`src/rtl/kps_pkg.sv`:
```
// Shared types and elaboration-time helpers for the keypad scanner.
// Assumes LFSR widths from 3 to 16; the tap masks are maximal-length.
package kps_pkg;

    // Outcome of one complete scan of the matrix.
    typedef enum logic [1:0] {
        SCAN_IDLE = 2'd0,
        SCAN_ONE  = 2'd1,
        SCAN_MANY = 2'd2
    } scan_class_t;

    // Feedback tap mask (bit i = tap at stage i+1) for a Fibonacci LFSR.
    function automatic logic [31:0] lfsr_taps(input int w);
        case (w)
            3:       return 32'h0000_0006;
            4:       return 32'h0000_000C;
            5:       return 32'h0000_0014;
            6:       return 32'h0000_0030;
            7:       return 32'h0000_0060;
            8:       return 32'h0000_00B8;
            9:       return 32'h0000_0110;
            10:      return 32'h0000_0240;
            11:      return 32'h0000_0500;
            12:      return 32'h0000_0829;
            13:      return 32'h0000_100D;
            14:      return 32'h0000_2015;
            15:      return 32'h0000_6000;
            16:      return 32'h0000_D008;
            default: return 32'h0000_0003 << (w - 2);
        endcase
    endfunction

    // One shift of a w-bit LFSR held in the low bits of a 32-bit word.
    function automatic logic [31:0] lfsr_step(input logic [31:0] s, input int w);
        logic        fb;
        logic [31:0] mask;
        fb   = ^(s & lfsr_taps(w));
        mask = (32'h1 << w) - 32'h1;
        return ((s << 1) | {31'd0, fb}) & mask;
    endfunction

    // State reached after a number of shifts from a seed (elaboration only).
    function automatic logic [31:0] lfsr_after(input logic [31:0] seed, input int w,
                                               input int steps);
        logic [31:0] s;
        s = seed;
        for (int i = 0; i < steps; i++) begin
            s = lfsr_step(s, w);
        end
        return s;
    endfunction

endpackage

```
`src/rtl/kps_tick_gen.sv`:
```
// Row-step timer. An LFSR runs from a fixed seed to a terminal state
// computed at elaboration, pulses tick in that cycle and reloads the seed,
// giving one tick every TICK_CLKS enabled cycles. Assumes TICK_CLKS is below
// the LFSR period (2**LFSR_W - 1).
module kps_tick_gen
    import kps_pkg::*;
#(
    parameter int TICK_CLKS = 500,
    parameter int LFSR_W    = 9
) (
    input  logic clk,
    input  logic rst_n,
    input  logic run,
    output logic tick
);
    localparam logic [31:0]       SEED32 = 32'd1;
    localparam logic [LFSR_W-1:0] SEED   = LFSR_W'(SEED32);
    localparam logic [LFSR_W-1:0] TERM   = LFSR_W'(lfsr_after(SEED32, LFSR_W, TICK_CLKS - 1));

    logic [LFSR_W-1:0] state;
    logic [31:0]       nxt32;

    // Reject step lengths the synchroniser or the LFSR period cannot honour.
    if (TICK_CLKS < 4 || TICK_CLKS > (1 << LFSR_W) - 1) begin : g_bad_cfg
        $error("kps_tick_gen: TICK_CLKS out of range for LFSR_W");
    end

    // Next LFSR state, widened for the shared step function.
    always_comb begin
        nxt32 = lfsr_step({{(32 - LFSR_W){1'b0}}, state}, LFSR_W);
    end

    assign tick = run && (state == TERM);

    // Advance the LFSR while running, reloading the seed at the terminal state.
    always_ff @(posedge clk) begin
        if (!rst_n) begin
            state <= SEED;
        end else if (run) begin
            state <= tick ? SEED : nxt32[LFSR_W-1:0];
        end
    end

endmodule

```
`src/rtl/kps_col_sync.sv`:
```
// Resynchroniser for the asynchronous column lines: a STAGES-deep flop
// chain per bit. Reset loads the idle (pulled-up) level of all ones.
module kps_col_sync #(
    parameter int WIDTH  = 4,
    parameter int STAGES = 2
) (
    input  logic             clk,
    input  logic             rst_n,
    input  logic [WIDTH-1:0] din,
    output logic [WIDTH-1:0] dout
);
    logic [WIDTH-1:0] chain [STAGES];

    for (genvar s = 0; s < STAGES; s++) begin : g_stage
        if (s == 0) begin : g_first
            // First capture stage of the raw pins.
            always_ff @(posedge clk) begin
                if (!rst_n) chain[s] <= '1;
                else        chain[s] <= din;
            end
        end else begin : g_next
            // Further stages to settle metastability.
            always_ff @(posedge clk) begin
                if (!rst_n) chain[s] <= '1;
                else        chain[s] <= chain[s-1];
            end
        end
    end

    assign dout = chain[STAGES-1];

endmodule

```
`src/rtl/kps_row_seq.sv`:
```
// Row sequencer. It holds all rows released during reset, then enables one
// row at a time and rotates to the next row on every tick. The started
// flag also gates the step timer, so the first row gets a full step.
module kps_row_seq #(
    parameter int ROWS = 4
) (
    input  logic                    clk,
    input  logic                    rst_n,
    input  logic                    tick,
    output logic                    started,
    output logic [$clog2(ROWS)-1:0] row_idx,
    output logic                    last_row,
    output logic [ROWS-1:0]         row_en
);
    localparam int RW = $clog2(ROWS);
    localparam logic [RW-1:0] LAST = RW'(ROWS - 1);

    // Leave the released state one cycle after reset and step rows on tick.
    always_ff @(posedge clk) begin
        if (!rst_n) begin
            started <= 1'b0;
            row_idx <= '0;
        end else begin
            started <= 1'b1;
            if (tick) begin
                row_idx <= (row_idx == LAST) ? '0 : row_idx + RW'(1);
            end
        end
    end

    assign last_row = (row_idx == LAST);

    for (genvar r = 0; r < ROWS; r++) begin : g_row
        assign row_en[r] = started && (row_idx == RW'(r));
    end

endmodule

```
`src/rtl/kps_qualifier.sv`:
```
// Key acceptor. On each tick it folds the pressed columns of the current row
// into a per-scan summary (key count saturating at "many", plus the code of
// a lone key). At the tick that ends the last row it classifies the scan and
// runs the arm / count / report rule. Assumes pressed is already
// synchronised and active high.
module kps_qualifier
    import kps_pkg::*;
#(
    parameter int ROWS      = 4,
    parameter int COLS      = 4,
    parameter int SCANS_REQ = 4
) (
    input  logic                                 clk,
    input  logic                                 rst_n,
    input  logic                                 tick,
    input  logic [$clog2(ROWS)-1:0]              row_idx,
    input  logic                                 last_row,
    input  logic [COLS-1:0]                      pressed,
    output logic                                 key_valid,
    output logic [$clog2(ROWS)+$clog2(COLS)-1:0] key_code
);
    localparam int RW = $clog2(ROWS);
    localparam int CW = $clog2(COLS);
    localparam int KW = RW + CW;
    localparam int SW = $clog2(SCANS_REQ + 1);

    logic [1:0]    acc_hits;
    logic [KW-1:0] acc_code;
    logic [1:0]    row_hits;
    logic [1:0]    base_hits;
    logic [KW-1:0] base_code;
    logic [2:0]    hit_sum;
    logic [1:0]    new_hits;
    logic [KW-1:0] new_code;
    logic [CW-1:0] col_pos;
    scan_class_t   scan_class;

    logic          armed;
    logic [SW-1:0] stab_cnt;
    logic [KW-1:0] cand_code;
    logic [SW-1:0] stab_nxt;

    // Number of pressed keys on the sampled row, saturating at two.
    always_comb begin
        if ($countones(pressed) == 0)      row_hits = 2'd0;
        else if ($countones(pressed) == 1) row_hits = 2'd1;
        else                               row_hits = 2'd2;
    end

    // Column index of the lowest pressed column.
    always_comb begin
        col_pos = '0;
        for (int c = COLS - 1; c >= 0; c--) begin
            if (pressed[c]) col_pos = CW'(c);
        end
    end

    // Fold this row into the scan summary; row 0 starts a fresh scan.
    always_comb begin
        base_hits = (row_idx == '0) ? 2'd0 : acc_hits;
        base_code = (row_idx == '0) ? '0   : acc_code;
        hit_sum   = {1'b0, base_hits} + {1'b0, row_hits};
        new_hits  = (hit_sum >= 3'd2) ? 2'd2 : hit_sum[1:0];
        new_code  = (base_hits == 2'd0 && row_hits == 2'd1) ? {row_idx, col_pos} : base_code;
    end

    // Classification of the scan that completes with this tick.
    always_comb begin
        case (new_hits)
            2'd0:    scan_class = SCAN_IDLE;
            2'd1:    scan_class = SCAN_ONE;
            default: scan_class = SCAN_MANY;
        endcase
    end

    // Stability count after a single-key scan.
    always_comb begin
        if (stab_cnt != '0 && cand_code == new_code) stab_nxt = stab_cnt + SW'(1);
        else                                         stab_nxt = SW'(1);
    end

    // Per-scan accumulator registers.
    always_ff @(posedge clk) begin
        if (!rst_n) begin
            acc_hits <= 2'd0;
            acc_code <= '0;
        end else if (tick) begin
            acc_hits <= new_hits;
            acc_code <= new_code;
        end
    end

    // Arm, count and report at the end of every scan.
    always_ff @(posedge clk) begin
        if (!rst_n) begin
            armed     <= 1'b0;
            stab_cnt  <= '0;
            cand_code <= '0;
            key_valid <= 1'b0;
            key_code  <= '0;
        end else begin
            key_valid <= 1'b0;
            if (tick && last_row) begin
                case (scan_class)
                    SCAN_IDLE: begin
                        armed    <= 1'b1;
                        stab_cnt <= '0;
                    end
                    SCAN_ONE: begin
                        if (armed) begin
                            cand_code <= new_code;
                            if (stab_nxt == SW'(SCANS_REQ)) begin
                                key_valid <= 1'b1;
                                key_code  <= new_code;
                                armed     <= 1'b0;
                                stab_cnt  <= '0;
                            end else begin
                                stab_cnt <= stab_nxt;
                            end
                        end else begin
                            stab_cnt <= '0;
                        end
                    end
                    default: begin
                        stab_cnt <= '0;
                    end
                endcase
            end
        end
    end

endmodule

```
`src/rtl/keypad_scanner.sv`:
```
// Debounced matrix keypad scanner, top level. It joins the step timer, the
// row sequencer, the column resynchroniser and the key acceptor. Assumes the
// pads drive a row low when its row_en bit is set and release it otherwise,
// and that the columns have external pull-ups.
module keypad_scanner #(
    parameter int ROWS      = 4,
    parameter int COLS      = 4,
    parameter int TICK_CLKS = 500,
    parameter int LFSR_W    = 9,
    parameter int SCANS_REQ = 4
) (
    input  logic                                 clk,
    input  logic                                 rst_n,
    input  logic [COLS-1:0]                      col_n,
    output logic [ROWS-1:0]                      row_en,
    output logic                                 key_valid,
    output logic [$clog2(ROWS)+$clog2(COLS)-1:0] key_code
);
    localparam int RW = $clog2(ROWS);

    logic          started;
    logic          tick;
    logic [RW-1:0] row_idx;
    logic          last_row;
    logic [COLS-1:0] col_sync_n;
    logic [COLS-1:0] pressed;

    kps_tick_gen #(
        .TICK_CLKS (TICK_CLKS),
        .LFSR_W    (LFSR_W)
    ) u_tick (
        .clk   (clk),
        .rst_n (rst_n),
        .run   (started),
        .tick  (tick)
    );

    kps_row_seq #(
        .ROWS (ROWS)
    ) u_rows (
        .clk      (clk),
        .rst_n    (rst_n),
        .tick     (tick),
        .started  (started),
        .row_idx  (row_idx),
        .last_row (last_row),
        .row_en   (row_en)
    );

    kps_col_sync #(
        .WIDTH  (COLS),
        .STAGES (2)
    ) u_sync (
        .clk   (clk),
        .rst_n (rst_n),
        .din   (col_n),
        .dout  (col_sync_n)
    );

    assign pressed = ~col_sync_n;

    kps_qualifier #(
        .ROWS      (ROWS),
        .COLS      (COLS),
        .SCANS_REQ (SCANS_REQ)
    ) u_qual (
        .clk       (clk),
        .rst_n     (rst_n),
        .tick      (tick),
        .row_idx   (row_idx),
        .last_row  (last_row),
        .pressed   (pressed),
        .key_valid (key_valid),
        .key_code  (key_code)
    );

endmodule

```
`config.mk`:
```
export PLATFORM = sky130hd
export DESIGN_NAME = keypad_scanner
export DESIGN_NICKNAME = d
export VERILOG_FILES = /design/src/rtl/kps_pkg.sv /design/src/rtl/kps_tick_gen.sv /design/src/rtl/kps_col_sync.sv /design/src/rtl/kps_row_seq.sv /design/src/rtl/kps_qualifier.sv /design/src/rtl/keypad_scanner.sv
export SDC_FILE = /design/constraint.sdc
export NUM_CORES = 1
export LEC_CHECK = 0
export ABC_AREA = 1
export BUFFER_PORTS_ARGS = -buffer_cell sky130_fd_sc_hd__buf_2
export CAP_MARGIN = 30
export CORE_MARGIN = 2
export CORE_UTILIZATION = 35
export DETAILED_ROUTE_END_ITERATION = 7
export PLACE_DENSITY = 0.62
export SYNTH_ARGS = -nofsm -noshare
export SYNTH_HDL_FRONTEND = slang
export SYNTH_HIERARCHICAL = 1
export SYNTH_SLANG_ARGS = --single-unit
```
`constraint.sdc`:
```
create_clock -name clk -period 6.37 [get_ports clk]
set_input_delay 0.637 -clock clk [delete_from_list [all_inputs] [get_ports clk]]
set_output_delay 0.637 -clock clk [all_outputs]
set_load 0.005 [all_outputs]
```
==> results.toml, run 1 <==
[setup_path]
crit_path_start = "u_sync/chain[1][0]"
startpoint_type = "flip-flop"
crit_required_ns = 6.60
reg2reg_setup_slack_ns = 2.76
regToRegEndpoint = "u_qual/key_code[3]"
rr_startpoint = "u_sync/chain[1][0]"
reg2reg_depth = 15
cp_max_fo = 8
critPathArrivalTime_ns = 3.84
crit_type = "reg -> reg"
worstSetupEndpointType = "flip-flop"
cp-endpoint = "u_qual/key_code[3]"

[synth]
avgSynthCellArea_um2 = 7.256
netlist_instances = 279
yosysWarnings = 6
synth_seq_area_share = 0.3857
netlist_area_um2 = 2024
yosys_register_bits = 39
synth.distinct_cells = 29
syn_nets = 297

[timing]
fmax_mhz = 277.2
worstMarginPinSlew_ns = 0.5440
hold_viol = 0
post-route-period-util = 0.5663
slew_violations = 0
rsz0062_at_grt = "false"
fin_crit_ns = 3.608
fin_setup_tns_ns = 0
setup_ws_ns = 2.762
relSlewSlack = 0.6368
setup_violations = 0
fin_skew_ns = 0.005563

[clocking]
post_cts_resized = 0
clk_latency_ns = 0.28
cts_tree = "done"
cts_buffer_depth = 2
clock-sinks = 39
cts_root_buf = "clkbuf_8"
ctsHoldBuffers = 0
h-tree-depth = 2
cts_made_buffers = 5
clk_pin_slew_worst_paths_ns = 0.08
cts_setup_buffers = 0

[layout]
fin_nets = 314
layout_common_cells = "inv_1 (64), nand2_1 (60), dfxtp_1 (39)"
antenna_cells = 0
final_cells = 368
multi_input_area_um2 = 974.7
mostFrequentLayoutCell = "inv_1"
fillCellCount = 583
register_area_um2 = 780.7
drive_above_1_share = 0.1351
syn2layout_area_growth_pct = 11.19

[placement]
globalplace.congestion = 0.8038
hpwl_mm = 2.664
portBuffers = 14
pre_cts_ws_ns = 2.763
dp.cells = 361

[status]
outcome = "completed"

[grt]
track_usage = 0.1196
gr-total-overflow = 0
grt_pass1_vias = 1426
grt_first_pass_wirelength_mm = 6.078
antenna_found_initial = 0
grt_max_degree = 24

[routing]
postRouteAntennaNets = 0
avgViaCountPerCell = 4.367
post_drt_wl_per_cell_um = 9.514
route.detailed.drc = 0
drt-total-wl_mm = 3.501
dr.pass1.iters = 4
drt_iter0_markers = 124
vias = 1607

[power_and_ir_drop]
p_per_area_nw_per_um2 = 208.3
ir_worst_vdd_mv = 0.1095
p_total_w = 0.0004689
p_leak_nw = 1.147

[die]
rows = 27
core_area_um2 = 5540
fp.dieArea_um2 = 6409
start_util = 0.3654
die_x_um = 80.06
io_pins = 15
die_y_um = 80.06

[hold_path]
hold_class = "reg -> reg"

[job]
drv_cap = 0
## logic make-up after synthesis
logic type               count (synthesis)  synth area share
AO/OA/AOI/OAI                           35           0.09889
XOR/XNOR                                 1          0.004327
adder cells (fa/ha/maj)                 12           0.08158
buffers and inverters                   69            0.1329
flip-flops                              39            0.3857
multiplexers                             1          0.004945
AND/OR/NAND/NOR                        122            0.2917
## worst max-delay path, stage by stage, from the launching register on
cell	delay (ns)
dfxtp_1	0.30
inv_1	0.06
inv_1	0.07
fa_1	0.53
inv_1	0.04
ha_1	0.17
ha_1	0.37
or2_2	0.34
fa_1	0.51
nor3_2	0.25
nand3_1	0.26
inv_1	0.22
nand4_4	0.16
nor2_4	0.16
nand2_1	0.07
nand2_1	0.06
## cell usage after synthesis (all sizes together)
cell type	n	area, um^2
or2	1	6.260
nand3	22	115.1
fa	2	40.04
ha	10	125.1
clkbuf	1	3.750
inv	65	244.0
dfxtp	39	780.8
buf	3	21.27
a21oi	16	83.83
a211oi	4	30.03
nor3	1	10.01
nand2	68	290.3
nor2	27	135.1
mux2i	1	10.01
nand4	3	33.78
o21ai	15	86.33
xor2	1	8.760
## per-stage QoR
step	hold slack [ns]	util	cell area (um^2)
after CTS	0.4040	0.4063	2251
after global placement	0.3838	0.3898	2160
after global routing	0.4355	0.4063	2251
final	0.4028	0.4063	2251
after detailed placement	0.3854	0.3898	2160
after floorplan	0.3795	-	2024
## layer usage
metal / GRT usage / vias to the layer above / routed length [um]
met4: 0.03729 / 0 / 12
met2: 0.1867 / 26 / 1558
li1: - / 885 / -
met5: 0 / - / 0
met1: 0.1568 / 694 / 1808
met3: 0.03820 / 2 / 121
## area by class of cell
class                           instances  area share
Sequential cell                        39      0.3469
Multi-Input combinational cell        171      0.4330
Timing Repair Buffer                   14     0.03113
Clock buffer                            6     0.03669
Tap cell                               72     0.04002
Inverter                               65      0.1084
Clock inverter                          1    0.003891
## how the worst min path moves through the flow
stage	start	end	slack, ns	depth (start not counted)
floorplan	u_sync/chain[0][0]	u_sync/chain[1][0]	0.38	2
global placement	u_sync/chain[0][1]	u_sync/chain[1][1]	0.38	2
detailed placement	u_sync/chain[0][3]	u_sync/chain[1][3]	0.39	2
CTS	u_sync/chain[0][3]	u_sync/chain[1][3]	0.40	2
global route	u_sync/chain[0][3]	u_sync/chain[1][3]	0.44	2
finish	u_sync/chain[0][3]	u_sync/chain[1][3]	0.40	2
## where the power goes
part | internal [W] | switching, W
Combinational | 0.0000160 | 0.0000290
Clock | 0.0000870 | 0.0000834
Sequential | 0.000250 | 0.00000380
Total | 0.000353 | 0.000116
## sequential cells by signal, indices dropped and copies added (netlist names), 2 cells and up
register and cells:
u_tick/state 9, u_sync/chain 8, u_qual/acc_code 4, u_qual/cand_code 4, u_qual/key_code 4, u_qual/stab_cnt 3, u_qual/acc_hits 2, u_rows/row_idx 2
No activity file was read; power rests on OpenSTA's default activity.
==> inputs of run 2 (changes only) <==
--- a/config.mk
+++ b/config.mk
@@ -5,13 +5,13 @@
 export SDC_FILE = /design/constraint.sdc
 export NUM_CORES = 1
 export LEC_CHECK = 0
-export ABC_AREA = 1
+export ABC_AREA = 0
 export BUFFER_PORTS_ARGS = -buffer_cell sky130_fd_sc_hd__buf_2
 export CAP_MARGIN = 30
 export CORE_MARGIN = 2
 export CORE_UTILIZATION = 35
 export DETAILED_ROUTE_END_ITERATION = 7
-export PLACE_DENSITY = 0.62
+export PLACE_DENSITY = 0.64
 export SYNTH_ARGS = -nofsm -noshare
 export SYNTH_HDL_FRONTEND = slang
 export SYNTH_HIERARCHICAL = 1
==> constraint.sdc (replaced) <==
create_clock -name clk -period 3.1 [get_ports clk]
set_input_delay 0.31 -clock clk [delete_from_list [all_inputs] [get_ports clk]]
set_output_delay 0.31 -clock clk [all_outputs]
set_load 0.005 [all_outputs]
==> run 2 against run 1 <==
  * The run now ends with negative setup slack left
  * Non-clock buffer count rose by 19
  * First-iteration DRC count is 37% lower
  * Final area is 5.5% higher
  * Via count shrank 10%
  * Critical path depth fell by 2
  * Clock skew decreased by 0.0015 ns
==> results.toml, run 2 <==
[status]
outcome = "complete, but fails checks"
violations = "negative setup slack"

[routing]
drt-total-wl_mm = 3.344
postRouteAntennaNets = 0
drt_iter0_markers = 78
vias = 1447
dr.pass1.iters = 4
avgViaCountPerCell = 4.683
route.detailed.drc = 0
post_drt_wl_per_cell_um = 10.82

[synth]
synth_top_area_frac = 0.3952
synth.largest_area_cell = "dfxtp_1"
async_reset_ff_frac = 0
yosys-mux-area-fraction = 0.08740
netlist_instances = 201
synth_top_family_by_area = "simple AND/OR/NAND/NOR gates"
synth_seq_area_share = 0.3952
synth_ff_type = "dfxtp_1"
netlist_top_cells_count = "dfxtp_1 (39), inv_1 (15), mux2i_1 (15), nand2_1 (15), nor2b_1 (14)"
synthXorXnorAreaFrac = 0.02153
syn_nets = 219
yosysMostFrequentCell = "dfxtp_1"
synth-compound-area-share = 0.1210
synth.area.top_cells = "dfxtp_1 (40%), mux2i_1 (7.6%), ha_1 (6.3%)"
synthSimpleGateAreaFrac = 0.2514
avgSynthCellArea_um2 = 9.829
synth_edf_count = 0
netlist_area_um2 = 1976
synth.distinct_cells = 48
yosysWarnings = 6
synth_adder_area_share = 0.08360
yosys_register_bits = 39

[grt]
gr-total-overflow = 0
grt_pass1_vias = 1347
antenna_found_initial = 0
track_usage = 0.1183
grt_first_pass_wirelength_mm = 5.858
grt_max_degree = 46

[power_and_ir_drop]
switching_share = 0.2253
p_leak_nw = 1.040
p_int_w = 0.0007059
p_seq_frac = 0.564
p_per_area_nw_per_um2 = 383.7
p_clk_frac = 0.353
ir_worst_vdd_mv = 0.1808
pwr-share-comb = 0.083
power.switching_w = 0.0002052

[timing]
setup_ws_ns = -0.06546
fmax_mhz = 315.9
fin_setup_tns_ns = -0.1637
fin_skew_ns = 0.004032
setup_violations = 5
post-route-period-util = 1.021
slew_violations = 0
rsz0062_at_grt = "true"
whs_ns = 0.2053
hold_viol = 0
relSlewSlack = 0.5320
fin_crit_ns = 3.165
worstMarginPinSlew_ns = 0.7020

[layout]
largestRegisters = "u_tick/state (9), u_sync/chain (8)"
fillCellCount = 558
mostFrequentLayoutCell = "dfxtp_1"
largest_register = "u_tick/state"
drive_above_1_share = 0.2658
antenna_cells = 0
syn2layout_area_growth_pct = 20.20
final_cells = 309
largest_register_ffs = 9
layout_common_cells = "dfxtp_1 (39), buf_4 (19), mux2i_1 (15)"
fin_nets = 254

[setup_path]
cp_max_fo = 8
crit_required_ns = 3.27
reg2reg_setup_slack_ns = -0.07
worstSetupEndpointType = "flip-flop"
reg2reg_depth = 13
crit_type = "reg -> reg"
regToRegEndpoint = "u_qual/stab_cnt[0]"
startpoint_type = "flip-flop"
critPathArrivalTime_ns = 3.34
rr_startpoint = "u_sync/chain[1][0]"

[clocking]
ctsHoldBuffers = 0
clock-sinks = 39
h-tree-depth = 2
cts_tree = "done"
clk_pin_slew_worst_paths_ns = 0.07
cts_root_buf = "clkbuf_8"
cts_buffer_depth = 2
clk_latency_ns = 0.28
cts_made_buffers = 5

[die]
start_util = 0.3610
core_area_um2 = 5473
fp.dieArea_um2 = 6262
die_y_um = 79.13
io_pins = 15
die_x_um = 79.13
rows = 27

[hold_path]
hold-path-endpoint = "u_sync/chain[0][0]"
hold_class = "in -> reg"
min_from = "col_n[0]"
worstHoldPathCells = 2

[placement]
dp.cells = 298
portBuffers = 14
pre_cts_ws_ns = -0.1102
hpwl_mm = 2.385
globalplace.congestion = 0.7543

[job]
drv_cap = 0
==> run 2: power groups by stage <==
stage,registers (W),logic [W],clock network (W)
final,0.000514,0.0000759,0.000321
after CTS,0.000514,0.0000776,0.000340
after floorplan,0.000525,0.0000505,0
after global routing,0.000514,0.0000858,0.000360
after detailed placement,0.000526,0.0000747,0
after global placement,0.000525,0.0000733,0
==> run 2: through the flow <==
step	util	instance area [um^2]	total power [W]
6_report	0.4339	2375	0.0009111
5_1_grt	0.4339	2375	0.0009604
4_1_cts	0.4339	2375	0.0009316
3_5_place_dp	0.4145	2268	0.0006003
3_3_place_gp	0.4145	2268	0.0005987
2_1_floorplan	-	2011	0.0005755
==> run 2: final cells by class <==
| cell class | instances | area (um^2) | share of cell area |
|---|---|---|---|
| Multi-Input combinational cell | 142 | 1154 | 0.4858 |
| Sequential cell | 39 | 780.7 | 0.3288 |
| Timing Repair Buffer | 33 | 212.7 | 0.08957 |
| Tap cell | 72 | 90.09 | 0.03793 |
| Clock buffer | 7 | 76.32 | 0.03214 |
| Inverter | 15 | 56.30 | 0.02371 |
| Clock inverter | 1 | 5.005 | 0.002107 |
==> run 2: worst max-delay path, stage by stage, from the launching register on <==
cell and delay, ns:
dfxtp_1 0.30, inv_1 0.05, inv_2 0.04, fa_1 0.53, inv_1 0.04, ha_2 0.17, ha_4 0.22, nor3b_4 0.18
buf_4 0.18, and4_4 0.23, or3b_2 0.11, nand4_1 0.12, or4_4 0.58, o311a_1 0.29
==> run 2: per-layer routing <==
metal / share of wire / global-route usage / up-vias
met3: 0.025 / 0.03182 / 2
met1: 0.51 / 0.1474 / 673
met4: 0.010 / 0.04655 / 0
li1: - / - / 756
met5: 0 / 0 / -
met2: 0.46 / 0.1941 / 16
==> run 2: worst max-delay path by stage <==
stage,start,end
5_1_grt,u_sync/chain[1][0],u_qual/key_code[0]
2_1_floorplan,u_sync/chain[1][0],u_qual/key_code[0]
4_1_cts,u_sync/chain[1][0],u_qual/key_code[1]
6_report,u_sync/chain[1][0],u_qual/stab_cnt[0]
3_5_place_dp,u_sync/chain[1][0],u_qual/key_code[1]
3_3_place_gp,u_sync/chain[1][0],u_qual/key_code[2]
==> run 2: logic make-up (layout without fill, tap and decap cells) <==
family	Yosys count	after routing
mux	17	17
compound gates	32	32
simple gates	77	77
buf+inv	20	56
fa+ha+maj	12	12
xor+xnor	4	4
flops	39	39
==> run 2: timing repair <==
item | in CTS | in global routing
resized for setup | 1 | 0
pin swaps | 11 | 6
endpoints found under the setup margin | 5 | 13
setup buffers | 5 | 0
